`config.mk`:
```
export PLATFORM = sky130hd
export DESIGN_NAME = i2c_irq_agg
export DESIGN_NICKNAME = d
export VERILOG_FILES = /design/src/rtl/i2c_irq_pkg.sv /design/src/rtl/i2c_irq_flags.sv /design/src/rtl/i2c_irq_lvl.sv /design/src/rtl/i2c_irq_agg.sv
export SDC_FILE = /design/constraint.sdc
export NUM_CORES = 1
export LEC_CHECK = 0
export ABC_AREA = 1
export BUFFER_PORTS_ARGS = -buffer_cell sky130_fd_sc_hd__buf_4
export CORE_UTILIZATION = 47
export DETAILED_ROUTE_END_ITERATION = 10
export GPL_ROUTABILITY_DRIVEN = 1
export PLACE_DENSITY = 0.75
export SETUP_SLACK_MARGIN = 0.2
export SYNTH_ARGS = -nofsm -noshare
export SYNTH_HDL_FRONTEND = slang
export SYNTH_SLANG_ARGS = --single-unit
```
`constraint.sdc`:
```
create_clock -name clk_i -period 1.2 [get_ports clk_i]
set_input_delay 0.06 -clock clk_i [delete_from_list [all_inputs] [get_ports clk_i]]
set_output_delay 0.06 -clock clk_i [all_outputs]
set_load 0.01 [all_outputs]
```
`src/rtl/i2c_irq_pkg.sv`:
```
package i2c_irq_pkg;
  localparam int unsigned DW     = 16;
  localparam int unsigned AW     = 3;
  localparam int unsigned FL0_W  = 12;
  localparam int unsigned PLS1_W = 2;
  localparam int unsigned LVC_W  = 4;
  localparam int unsigned FL1_W  = PLS1_W + LVC_W;
  localparam int unsigned LVL_W  = 5;
  localparam int unsigned THR_W  = 4;
  localparam logic [THR_W-1:0] THR_RST = 4'd4;

  typedef enum logic [AW-1:0] {
    A_FLAG0 = 3'd0,
    A_FLAG1 = 3'd1,
    A_EN0   = 3'd2,
    A_EN1   = 3'd3,
    A_THR   = 3'd4
  } reg_addr_e;

  // level-condition bit order inside flag word 1, above the pulse bits
  localparam int unsigned LV_TX_EMPTY = 0;
  localparam int unsigned LV_RX_NE    = 1;
  localparam int unsigned LV_TX_THR   = 2;
  localparam int unsigned LV_RX_THR   = 3;
endpackage

```
`src/rtl/i2c_irq_flags.sv`:
```
module i2c_irq_flags #(
  parameter int unsigned W = 8
) (
  input  logic         clk_i,
  input  logic         rst_ni,
  input  logic [W-1:0] set_i,
  input  logic [W-1:0] clr_i,
  output logic [W-1:0] flag_o
);
  for (genvar b = 0; b < W; b++) begin : g_bit
    always_ff @(posedge clk_i or negedge rst_ni) begin
      if (!rst_ni) flag_o[b] <= 1'b0;
      else         flag_o[b] <= set_i[b] | (flag_o[b] & ~clr_i[b]);
    end
  end
endmodule

```
`src/rtl/i2c_irq_lvl.sv`:
```
module i2c_irq_lvl
  import i2c_irq_pkg::*;
#(
  parameter int unsigned LW = LVL_W,
  parameter int unsigned TW = THR_W
) (
  input  logic [LW-1:0]    tx_lvl_i,
  input  logic [LW-1:0]    rx_lvl_i,
  input  logic [TW-1:0]    thr_i,
  output logic [LVC_W-1:0] cond_o
);
  logic [LW-1:0] thr_ext;
  assign thr_ext = LW'(thr_i);

  always_comb begin
    cond_o              = '0;
    cond_o[LV_TX_EMPTY] = (tx_lvl_i == '0);
    cond_o[LV_RX_NE]    = (rx_lvl_i != '0);
    cond_o[LV_TX_THR]   = (tx_lvl_i <= thr_ext);
    cond_o[LV_RX_THR]   = (rx_lvl_i >= thr_ext);
  end
endmodule

```
`src/rtl/i2c_irq_agg.sv`:
```
module i2c_irq_agg
  import i2c_irq_pkg::*;
(
  input  logic              clk_i,
  input  logic              rst_ni,
  input  logic [FL0_W-1:0]  evt0_i,
  input  logic [PLS1_W-1:0] evt1_i,
  input  logic [LVL_W-1:0]  tx_lvl_i,
  input  logic [LVL_W-1:0]  rx_lvl_i,
  input  logic              req_i,
  input  logic              we_i,
  input  logic [AW-1:0]     addr_i,
  input  logic [DW-1:0]     wdata_i,
  output logic [DW-1:0]     rdata_o,
  output logic              irq_o
);
  logic              wr;
  logic [FL0_W-1:0]  flag0_q, en0_q, clr0;
  logic [FL1_W-1:0]  flag1_q, en1_q, clr1, set1;
  logic [LVC_W-1:0]  lv_cond;
  logic [THR_W-1:0]  thr_q;
  logic              unused_wdata;

  assign wr           = req_i & we_i;
  assign unused_wdata = ^wdata_i[DW-1:FL0_W];

  assign clr0 = (wr && addr_i == A_FLAG0) ? wdata_i[FL0_W-1:0] : '0;
  assign clr1 = (wr && addr_i == A_FLAG1) ? wdata_i[FL1_W-1:0] : '0;

  i2c_irq_lvl u_lvl (
    .tx_lvl_i (tx_lvl_i),
    .rx_lvl_i (rx_lvl_i),
    .thr_i    (thr_q),
    .cond_o   (lv_cond)
  );

  assign set1 = {lv_cond, evt1_i};

  i2c_irq_flags #(.W(FL0_W)) u_flags0 (
    .clk_i  (clk_i),
    .rst_ni (rst_ni),
    .set_i  (evt0_i),
    .clr_i  (clr0),
    .flag_o (flag0_q)
  );

  i2c_irq_flags #(.W(FL1_W)) u_flags1 (
    .clk_i  (clk_i),
    .rst_ni (rst_ni),
    .set_i  (set1),
    .clr_i  (clr1),
    .flag_o (flag1_q)
  );

  always_ff @(posedge clk_i or negedge rst_ni) begin
    if (!rst_ni) begin
      en0_q <= '0;
      en1_q <= '0;
      thr_q <= THR_RST;
    end else if (wr) begin
      if (addr_i == A_EN0) en0_q <= wdata_i[FL0_W-1:0];
      if (addr_i == A_EN1) en1_q <= wdata_i[FL1_W-1:0];
      if (addr_i == A_THR) thr_q <= wdata_i[THR_W-1:0];
    end
  end

  always_ff @(posedge clk_i or negedge rst_ni) begin
    if (!rst_ni) irq_o <= 1'b0;
    else         irq_o <= |{flag0_q & en0_q, flag1_q & en1_q};
  end

  always_comb begin
    rdata_o = '0;
    unique case (addr_i)
      A_FLAG0: rdata_o = DW'(flag0_q);
      A_FLAG1: rdata_o = DW'(flag1_q);
      A_EN0:   rdata_o = DW'(en0_q);
      A_EN1:   rdata_o = DW'(en1_q);
      A_THR:   rdata_o = DW'(thr_q);
      default: rdata_o = '0;
    endcase
  end
endmodule

```
**After elaboration in Yosys (flattened, before gate mapping)**

Index checks and enable logic that the tools add are counted.

- Add/sub/neg operators: 0
- Multiply operators: 0
- Divide/modulo/power cells: 0
- $lt $le $gt $ge: 2
- Eq/ne operators: 4
- Shift operators: 0
- Muxes and demuxes: 3
- Bitwise gates (word level): 57
- Reductions and logical operators: 9

Operators by type and width:

| cell | count |
|---|---|
| $pmux W12 S5 | 1 |
| $and A1 B1 Y1 | 19 |
| $not A1 Y1 | 18 |
| $or A1 B1 Y1 | 18 |
| $reduce_or A18 Y1 | 1 |
| $and A12 B12 Y12 | 1 |
| $mux W12 | 1 |
| $and A6 B6 Y6 | 1 |
| $eq A3 B2 Y1 const B | 2 |
| $mux W6 | 1 |
| $reduce_and A2 Y1 | 3 |
| $ge A5 B4 Y1 | 1 |
| $le A5 B4 Y1 | 1 |
| $logic_not A5 Y1 | 1 |
| $reduce_bool A5 Y1 | 1 |
| $eq A3 B1 Y1 const B | 1 |
| $eq A3 B3 Y1 const B | 1 |
| $logic_not A3 Y1 | 1 |
| $logic_and A1 B1 Y1 | 2 |

- Register bits: 41
- Bits in latches: 0
- RAM bits: 0
- ROM bits: 0
- Bits of input ports: 47
- Output and inout bits: 17
- Logic and storage cells: 97
- Memories kept: 0

**Longest topological paths before layout**

Gate-level depths: netlist (run 1).

- Depth in word-level cells: 6
- Depth in mapped cells: 8
- Depth with buffers taken out: 8

**By module**

Synthesis (run 1) repeated with hierarchy kept, for this count alone.

- Cell total of the unflattened synthesis: 379
- Area total of the unflattened synthesis: 2632.5 µm²

Modules (own cells, without submodules):

| module | times used | cells each | area each (µm²) | seq. area each (µm²) |
|---|---|---|---|---|
| i2c_irq_agg | 1 | 242 | 1650.3 | 576.8 |
| i2c_irq_flags at u_flags0 | 1 | 60 | 480.5 | 300.3 |
| i2c_irq_lvl | 1 | 47 | 261.5 | 0.0 |
| i2c_irq_flags at u_flags1 | 1 | 30 | 240.2 | 150.1 |

**Worst setup path before layout (run 1)**

Ideal clock, no wire load.

- Path type: reg2reg
- From: register thr_q[2]
- To: register u_flags1.flag_o[5]
- Library setup time: 0.119 ns
- Arrival time: 1.131 ns
- Data required time: 1.081 ns
- Setup slack: -0.050 ns
- Cell stages (with the launch flop): 9
- Buffers on the path: 0
- Clock period less this slack: 1.250 ns
- Cells stage by stage: dfstp_2 inv_1 ha_1 nand2_1 inv_1 nand3_1 nand2_1 nor2_1 nand2_1

- Word-level cells in the longest chain between the ends: 2

RTL lines:

| what | line | text |
|---|---|---|
| from (decl) | i2c_irq_agg.sv:21 | `logic [THR_W-1:0] thr_q;` |
| from (signal assigned) | i2c_irq_agg.sv:63 | `if (addr_i == A_THR) thr_q <= wdata_i[THR_W-1:0];` |
| $ge A5 B4 Y1 | i2c_irq_lvl.sv:20 | `cond_o[LV_RX_THR] = (rx_lvl_i >= thr_ext);` |
| $or A1 B1 Y1 | i2c_irq_flags.sv:13 | `else flag_o[b] <= set_i[b] \| (flag_o[b] & ~clr_i[b]);` |
| to (signal, indexed assignment) | i2c_irq_flags.sv:13 |  |
| to (decl) | i2c_irq_flags.sv:8 | `output logic [W-1:0] flag_o` |

Every way passes these cells.
A chain may end at the register's enable or synchronous reset.

**Worst setup path in the final report (run 1)**

- From: register thr_q[2]
- To: output port rdata_o[2]

- Word-level cells in the longest chain between the ends: 1

RTL lines:

| what | line | text |
|---|---|---|
| $pmux W12 S5 | i2c_irq_agg.sv:74 | `unique case (addr_i)` |
| to (decl) | i2c_irq_agg.sv:14 | `output logic [DW-1:0] rdata_o,` |

Every way passes these cells.

==> metrics.md, run 1 <==
| Metric | Value |
|---|---|
| Outcome | `finished, violations left` |
| Failing checks | `negative setup slack` |
| F_max | `736 MHz` |
| Final min period | `1.36 ns` |
| Peak supply drop | `0.753 mV` |
| Sink Count | `41` |
| GRT Total Usage | `26.2%` |
| Vias | `2,494` |
| CP max stage delay | `0.56 ns` |
| Initial Util | `49.7%` |
| RSZ-0062 raised after global routing | `yes` |
| Core ar. | `4820 um2` |
| Final RePlAce weighted congestion | `0.856` |
| First-pass GRT wire length | `10,600 um` |
| Area share of the largest cell type after synthesis | `41.8%` |
| Ys Warns | `0` |
| DRT Wirelength | `6670 um` |
| P&R area growth vs syn | `47.2%` |
| Synth top area cells | `dfrtp_1 42%, nand2_1 24%, nand3_1 6.1%, inv_1 5.8%, ha_1 4.2%` |
| Post-synthesis sequential area ratio | `42.9%` |
| Final setup TNS | `-0.490 ns` |
| H-tree levels | `2` |
| Cell Chain, Critical Path | `buf_6, nand3_2, nand2_1, nor2_1, nand2_1, buf_6` |
| Count of final setup violators | `6` |
| Post-synth top flop | `dfrtp_1` |
| Fin Clk Skew | `0.00915 ns` |
| Slowest CP cell | `dfstp_2` |
| GR Util met3 | `4.12%` |
| Slew Limit Fails | `0` |
| HP Class | `in -> reg` |
| Synthesized flop and latch total | `41` |
| DR iter-0 viols | `115` |
| TritonCTS buffer count | `5` |
| Pre-antenna DRT Iters | `5` |
| Critical Path Start Type | `flip-flop` |
| Die Ht | `73.3 um` |
| Die area | `5380 um2` |
| Root buf cell | `clkbuf_8` |
| Setup crit end kind | `output pin` |
| Antenna cells | `0` |
| Vias in the first global route | `2,372` |
| Flop2flop setup slack | `-0.11 ns` |
| Routed len/inst | `13.1 um` |
| DRC | `0` |
| Critical Path AT | `1.30 ns` |
| Vias per std cell | `4.89` |
| Core Util, Final | `73.1%` |
| Reg clk slew, reported paths | `0.08 ns` |
| Netlist cell types | `23` |
| DRT antenna net count | `0` |
| Top-count cell post-synth | `nand2_1` |
| Die extent in x | `73.3 um` |
| Buffers on Ports | `55` |
| Slew @ Worst Pin | `0.521 ns` |
| Largest net degree at the start of global routing | `42` |
| Power per cell area | `1130 nW/um2` |
| Met1 Usage GRT | `33.5%` |
| Max-cap violations | `0` |
| Avg Inst Size Synth | `7.08 um2` |
| Leakage power | `1.89 nW` |
| GRT Max-Usage Layer | `met2` |
| Critical path class | `reg -> out` |
| Site Rows | `25` |
| Placed Cells incl. Taps | `461` |
| CTS tree | `built` |
| Global route overflow | `0` |
| Ports | `64` |
| Met2 Use GR | `45.4%` |
| Number of synthesized flops with an enable pin | `0` |
| Share of cells above drive strength 1 | `28.7%` |
| Largest area contributor in the netlist | `dfrtp_1` |
| Final hold vios | `0` |
| Max Root-Sink Buffers | `2` |
| Final period util | `113%` |
| Gate Count Post-Synth | `338` |
| Critical path fanouts, max | `2` |
| Async S/R FF share, synth | `100%` |
| Non-filler instance count after layout | `510` |
| Final WS setup | `-0.159 ns` |
| Hold_ws | `0.000911 ns` |
| Post-synth top cells | `153 x nand2_1, 40 x dfrtp_1, 37 x inv_1` |
| Slew headroom | `65.3%` |
| Worst-skew pair later-pin latency | `0.30 ns` |
| Post-DP HPWL | `4450 um` |
| Final net count | `498` |
| Initial antenna violation count | `0` |
| Worst path required time | `1.14 ns` |
| Synthesized cell area | `2390 um2` |
## report_power, final
part | total (mW) | internal, mW | switching (mW)
registers | 1.70 | 1.56 | 0.139
logic | 1.20 | 0.599 | 0.599
clock network | 1.09 | 0.605 | 0.487
## placed cells by master, fill, tap and decap left out, types with 2 or more instances in the layout
cell / count
nor2_2: 3
buf_4: 68
o21ai_1: 4
inv_1: 34
nand3_2: 5
nand3_1: 25
clkbuf_8: 5
nand2_1: 147
inv_2: 2
nand2_2: 9
ha_1: 6
nand4_1: 11
conb_1: 4
dlygate4sd3_1: 17
nor2_1: 16
nor2_4: 3
buf_6: 23
o21ai_0: 6
a21oi_1: 4
ha_4: 2
dfrtp_1: 40
## path summary, 6_finish.rpt
check                           startpoint            endpoint  depth (start not counted)
worst max-delay path              thr_q[2]          rdata_o[2]                          6
worst max register to register    thr_q[2]  u_flags1.flag_o[4]                          7
worst min register to register    en0_q[7]            en0_q[7]                          2
min in group asynchronous           rst_ni            en1_q[5]                          2
worst min-delay path            wdata_i[6]            en0_q[6]                          3
max in group asynchronous           rst_ni            thr_q[3]                          2
## critical path, delay by kind of cell (launching register included)
kind / cells / cell delay (ns)
flip-flops: 1 / 0.56
AND/OR/NAND/NOR: 4 / 0.24
buffers and inverters: 2 / 0.21
## layer usage
metal,routed length (um),share of wire [%]
met1,2910,44
met2,3290,49
met3,378,5.7
met4,85,1.3
met5,0,0
## state kept, by name, summed over array words and instances, names as in the netlist
| name | count |
|---|---|
| u_flags0.flag_o | 12 |
| thr_q | 4 |
| u_flags1.flag_o | 6 |
| irq_o | 1 |
| en0_q | 12 |
| en1_q | 6 |
## area by class of cell
| cell class | count | area, um2 |
|---|---|---|
| Sequential cell | 41 | 1030 |
| Timing Repair Buffer | 108 | 940 |
| Inverter | 38 | 151 |
| Tap cell | 67 | 83.8 |
| Fill cell | 403 | 1300 |
| Multi-Input combinational cell | 249 | 1210 |
| Clock buffer | 5 | 68.8 |
| Clock inverter | 2 | 35.0 |
## what timing repair did
action,CTS,global route
setup buffers,15,10
setup endpoints to repair,14,15
resized for setup,21,21
pin swaps,35,31
hold buffers,15,2
hold endpoints to repair,55,2
## per-stage QoR
| step | power (mW) | area (um2) | worst slack [ns] |
|---|---|---|---|
| 2_1_floorplan | 2.24 | 2430 | -0.0400 |
| 4_1_cts | 3.89 | 3360 | -0.161 |
| 5_1_grt | 4.21 | 3520 | -0.202 |
| 3_5_place_dp | 2.63 | 2920 | -0.130 |
| 3_3_place_gp | 2.59 | 2920 | -0.0577 |
| 6_report | 3.99 | 3520 | -0.159 |
## cells by family (layout without fill, tap and decap cells)
logic type	after synthesis	after routing	synth area share [%]
other cells	1	4	0.157
simple gates	222	222	39.9
fa+ha+maj	8	8	4.18
compound gates	15	15	3.14
flops	41	41	42.9
buf+inv	51	153	9.73
Power figures use the tool's default switching activity.
==> run 2, diff against run 1 <==
- CTS_BUF_LIST: default -> sky130_fd_sc_hd__clkbuf_16
==> run 2 against run 1 <==
Effect of this change: the flow still finishes with violations (negative setup slack); sequential share of layout area down 0.49 points; final cell count stayed put; via count grew 2.0%; count of clock-buffer cells in the layout unchanged; register-to-register slack barely moved; clock skew down 0.0032 ns; critical path depth unchanged; first-iteration DRC count grew 81%; routed wire length increased by 1.9%; total power increased by 11%; flip-flop and latch count did not move; global-route usage up 0.29 points; largest cell class unchanged; largest power group unchanged.
==> metrics.md, run 2 (synthesis results as in run 1) <==
| Metric | Value |
|---|---|
| Outcome | `finished, violations left` |
| Failing checks | `negative setup slack` |
| Final net count | `498` |
| Largest net degree at the start of global routing | `42` |
| Initial antenna violation count | `0` |
| Slew @ Worst Pin | `0.528 ns` |
| H-tree levels | `2` |
| DRT Wirelength | `6790 um` |
| Worst-skew pair later-pin latency | `0.28 ns` |
| Buffers on Ports | `55` |
| Reg clk slew, reported paths | `0.06 ns` |
| Setup crit end kind | `output pin` |
| Fin Clk Skew | `0.00594 ns` |
| TritonCTS buffer count | `5` |
| Vias | `2,544` |
| Power per cell area | `1240 nW/um2` |
| Met2 Use GR | `46.5%` |
| DR iter-0 viols | `208` |
| Largest regs | `en0_q x12, u_flags0.flag_o x12` |
| Root buf cell | `clkbuf_16` |
| Slew Limit Fails | `0` |
| Non-filler instance count after layout | `510` |
| First-pass GRT wire length | `10,700 um` |
| Count of final setup violators | `5` |
| Pre-antenna DRT Iters | `4` |
| Die Ht | `73.3 um` |
| Worst path required time | `1.14 ns` |
| GRT Total Usage | `26.5%` |
| DRC | `0` |
| HP Class | `in -> reg` |
| Critical Path AT | `1.29 ns` |
| DRT antenna net count | `0` |
| Final period util | `112%` |
| Met1 Usage GRT | `32.8%` |
| GRT Max-Usage Layer | `met2` |
| Filler Cells Inserted | `376` |
| Final min period | `1.35 ns` |
| Critical path fanouts, max | `2` |
| Vias in the first global route | `2,370` |
| GR Util met3 | `6.04%` |
| Commonest non-fill, non-tap cell in the layout | `nand2_1` |
| Area after DPL | `2920 um2` |
| Post-DP HPWL | `4450 um` |
| Die area | `5380 um2` |
| Critical path class | `reg -> out` |
| Final WS setup | `-0.149 ns` |
| Global route overflow | `0` |
| Critical Path Start Type | `flip-flop` |
| Ports | `64` |
| Initial Util | `49.7%` |
| Slew headroom | `64.8%` |
| CTS tree | `built` |
| Peak supply drop | `0.817 mV` |
| Vias per std cell | `4.99` |
| Core ar. | `4820 um2` |
| P&R area growth vs syn | `49.7%` |
| RSZ-0062 raised after global routing | `yes` |
| Post-route cell area | `3580 um2` |
| Most frequent cells in the layout | `146 x nand2_1, 70 x buf_4, 40 x dfrtp_1` |
| Final RePlAce weighted congestion | `0.856` |
| Site Rows | `25` |
| Sink Count | `41` |
| Placed Cells incl. Taps | `461` |
| Max Root-Sink Buffers | `2` |
| F_max | `741 MHz` |
| Final hold vios | `0` |
| Routed len/inst | `13.3 um` |
| Leakage power | `1.92 nW` |
| Max-cap violations | `0` |
| Final setup TNS | `-0.446 ns` |
| Die extent in x | `73.3 um` |
| Antenna cells | `0` |
| Share of cells above drive strength 1 | `29.3%` |
[run 2: power breakdown]
part           internal (mW)  total (mW)  switching (mW)
clock network          0.965        1.49           0.529
registers               1.56        1.70           0.135
logic                  0.618        1.24           0.621
total                   3.15        4.43            1.28
[run 2: per-stage QoR]
stage | hold WS (ns) | setup WS (ns) | utilization (%) | power (mW)
6_report | 0.0184 | -0.149 | 74.3 | 4.43
5_1_grt | 0.0204 | -0.199 | 74.3 | 4.65
4_1_cts | 0.00983 | -0.139 | 70.6 | 4.30
3_5_place_dp | 0.0734 | -0.130 | 60.6 | 2.63
3_3_place_gp | 0.0706 | -0.0577 | 60.6 | 2.59
2_1_floorplan | -0.236 | -0.0400 | - | 2.24
[run 2: routing by layer]
metal | wire [um] | share of wire (%)
met1 | 2900 | 43
met5 | 0 | 0
met3 | 450 | 6.6
met4 | 104 | 1.5
met2 | 3340 | 49
[run 2: worst max-delay path, cell delays in order, from the launching register on]
cell	delay, ns
dfstp_2	0.55
buf_6	0.10
nand3_2	0.05
nand2_1	0.07
nor2_1	0.04
nand2_1	0.09
buf_6	0.11
[run 2: worst paths after layout]
path | start | to | slack, ns | cells past startpoint
min in group asynchronous | rst_ni | u_flags1.flag_o[5] | 0.30 | 2
max reg2reg | thr_q[2] | u_flags1.flag_o[4] | -0.12 | 7
max | thr_q[2] | rdata_o[2] | -0.15 | 6
min | wdata_i[6] | en0_q[6] | 0.02 | 3
max in group asynchronous | rst_ni | thr_q[1] | 0.53 | 2
min reg2reg | en0_q[6] | en0_q[6] | 0.50 | 2
[run 2: cell type report]
class / count / area [um2] / area share, %
clock buffer: 5 / 125 / 3.49
tap: 67 / 83.8 / 2.34
clock inverter: 2 / 35.0 / 0.978
multi-input combinational: 249 / 1220 / 34.0
inverter: 38 / 154 / 4.30
timing repair buffer: 108 / 938 / 26.2
sequential: 41 / 1030 / 28.7
[run 2: timing repair]
action / CTS / global route
setup endpoints to repair: 14 / 15
hold buffers: 15 / 0
buffers inserted: 16 / 11
endpoints found under the hold margin: 54 / 0
gates resized for setup: 15 / 30
pin swaps: 26 / 33
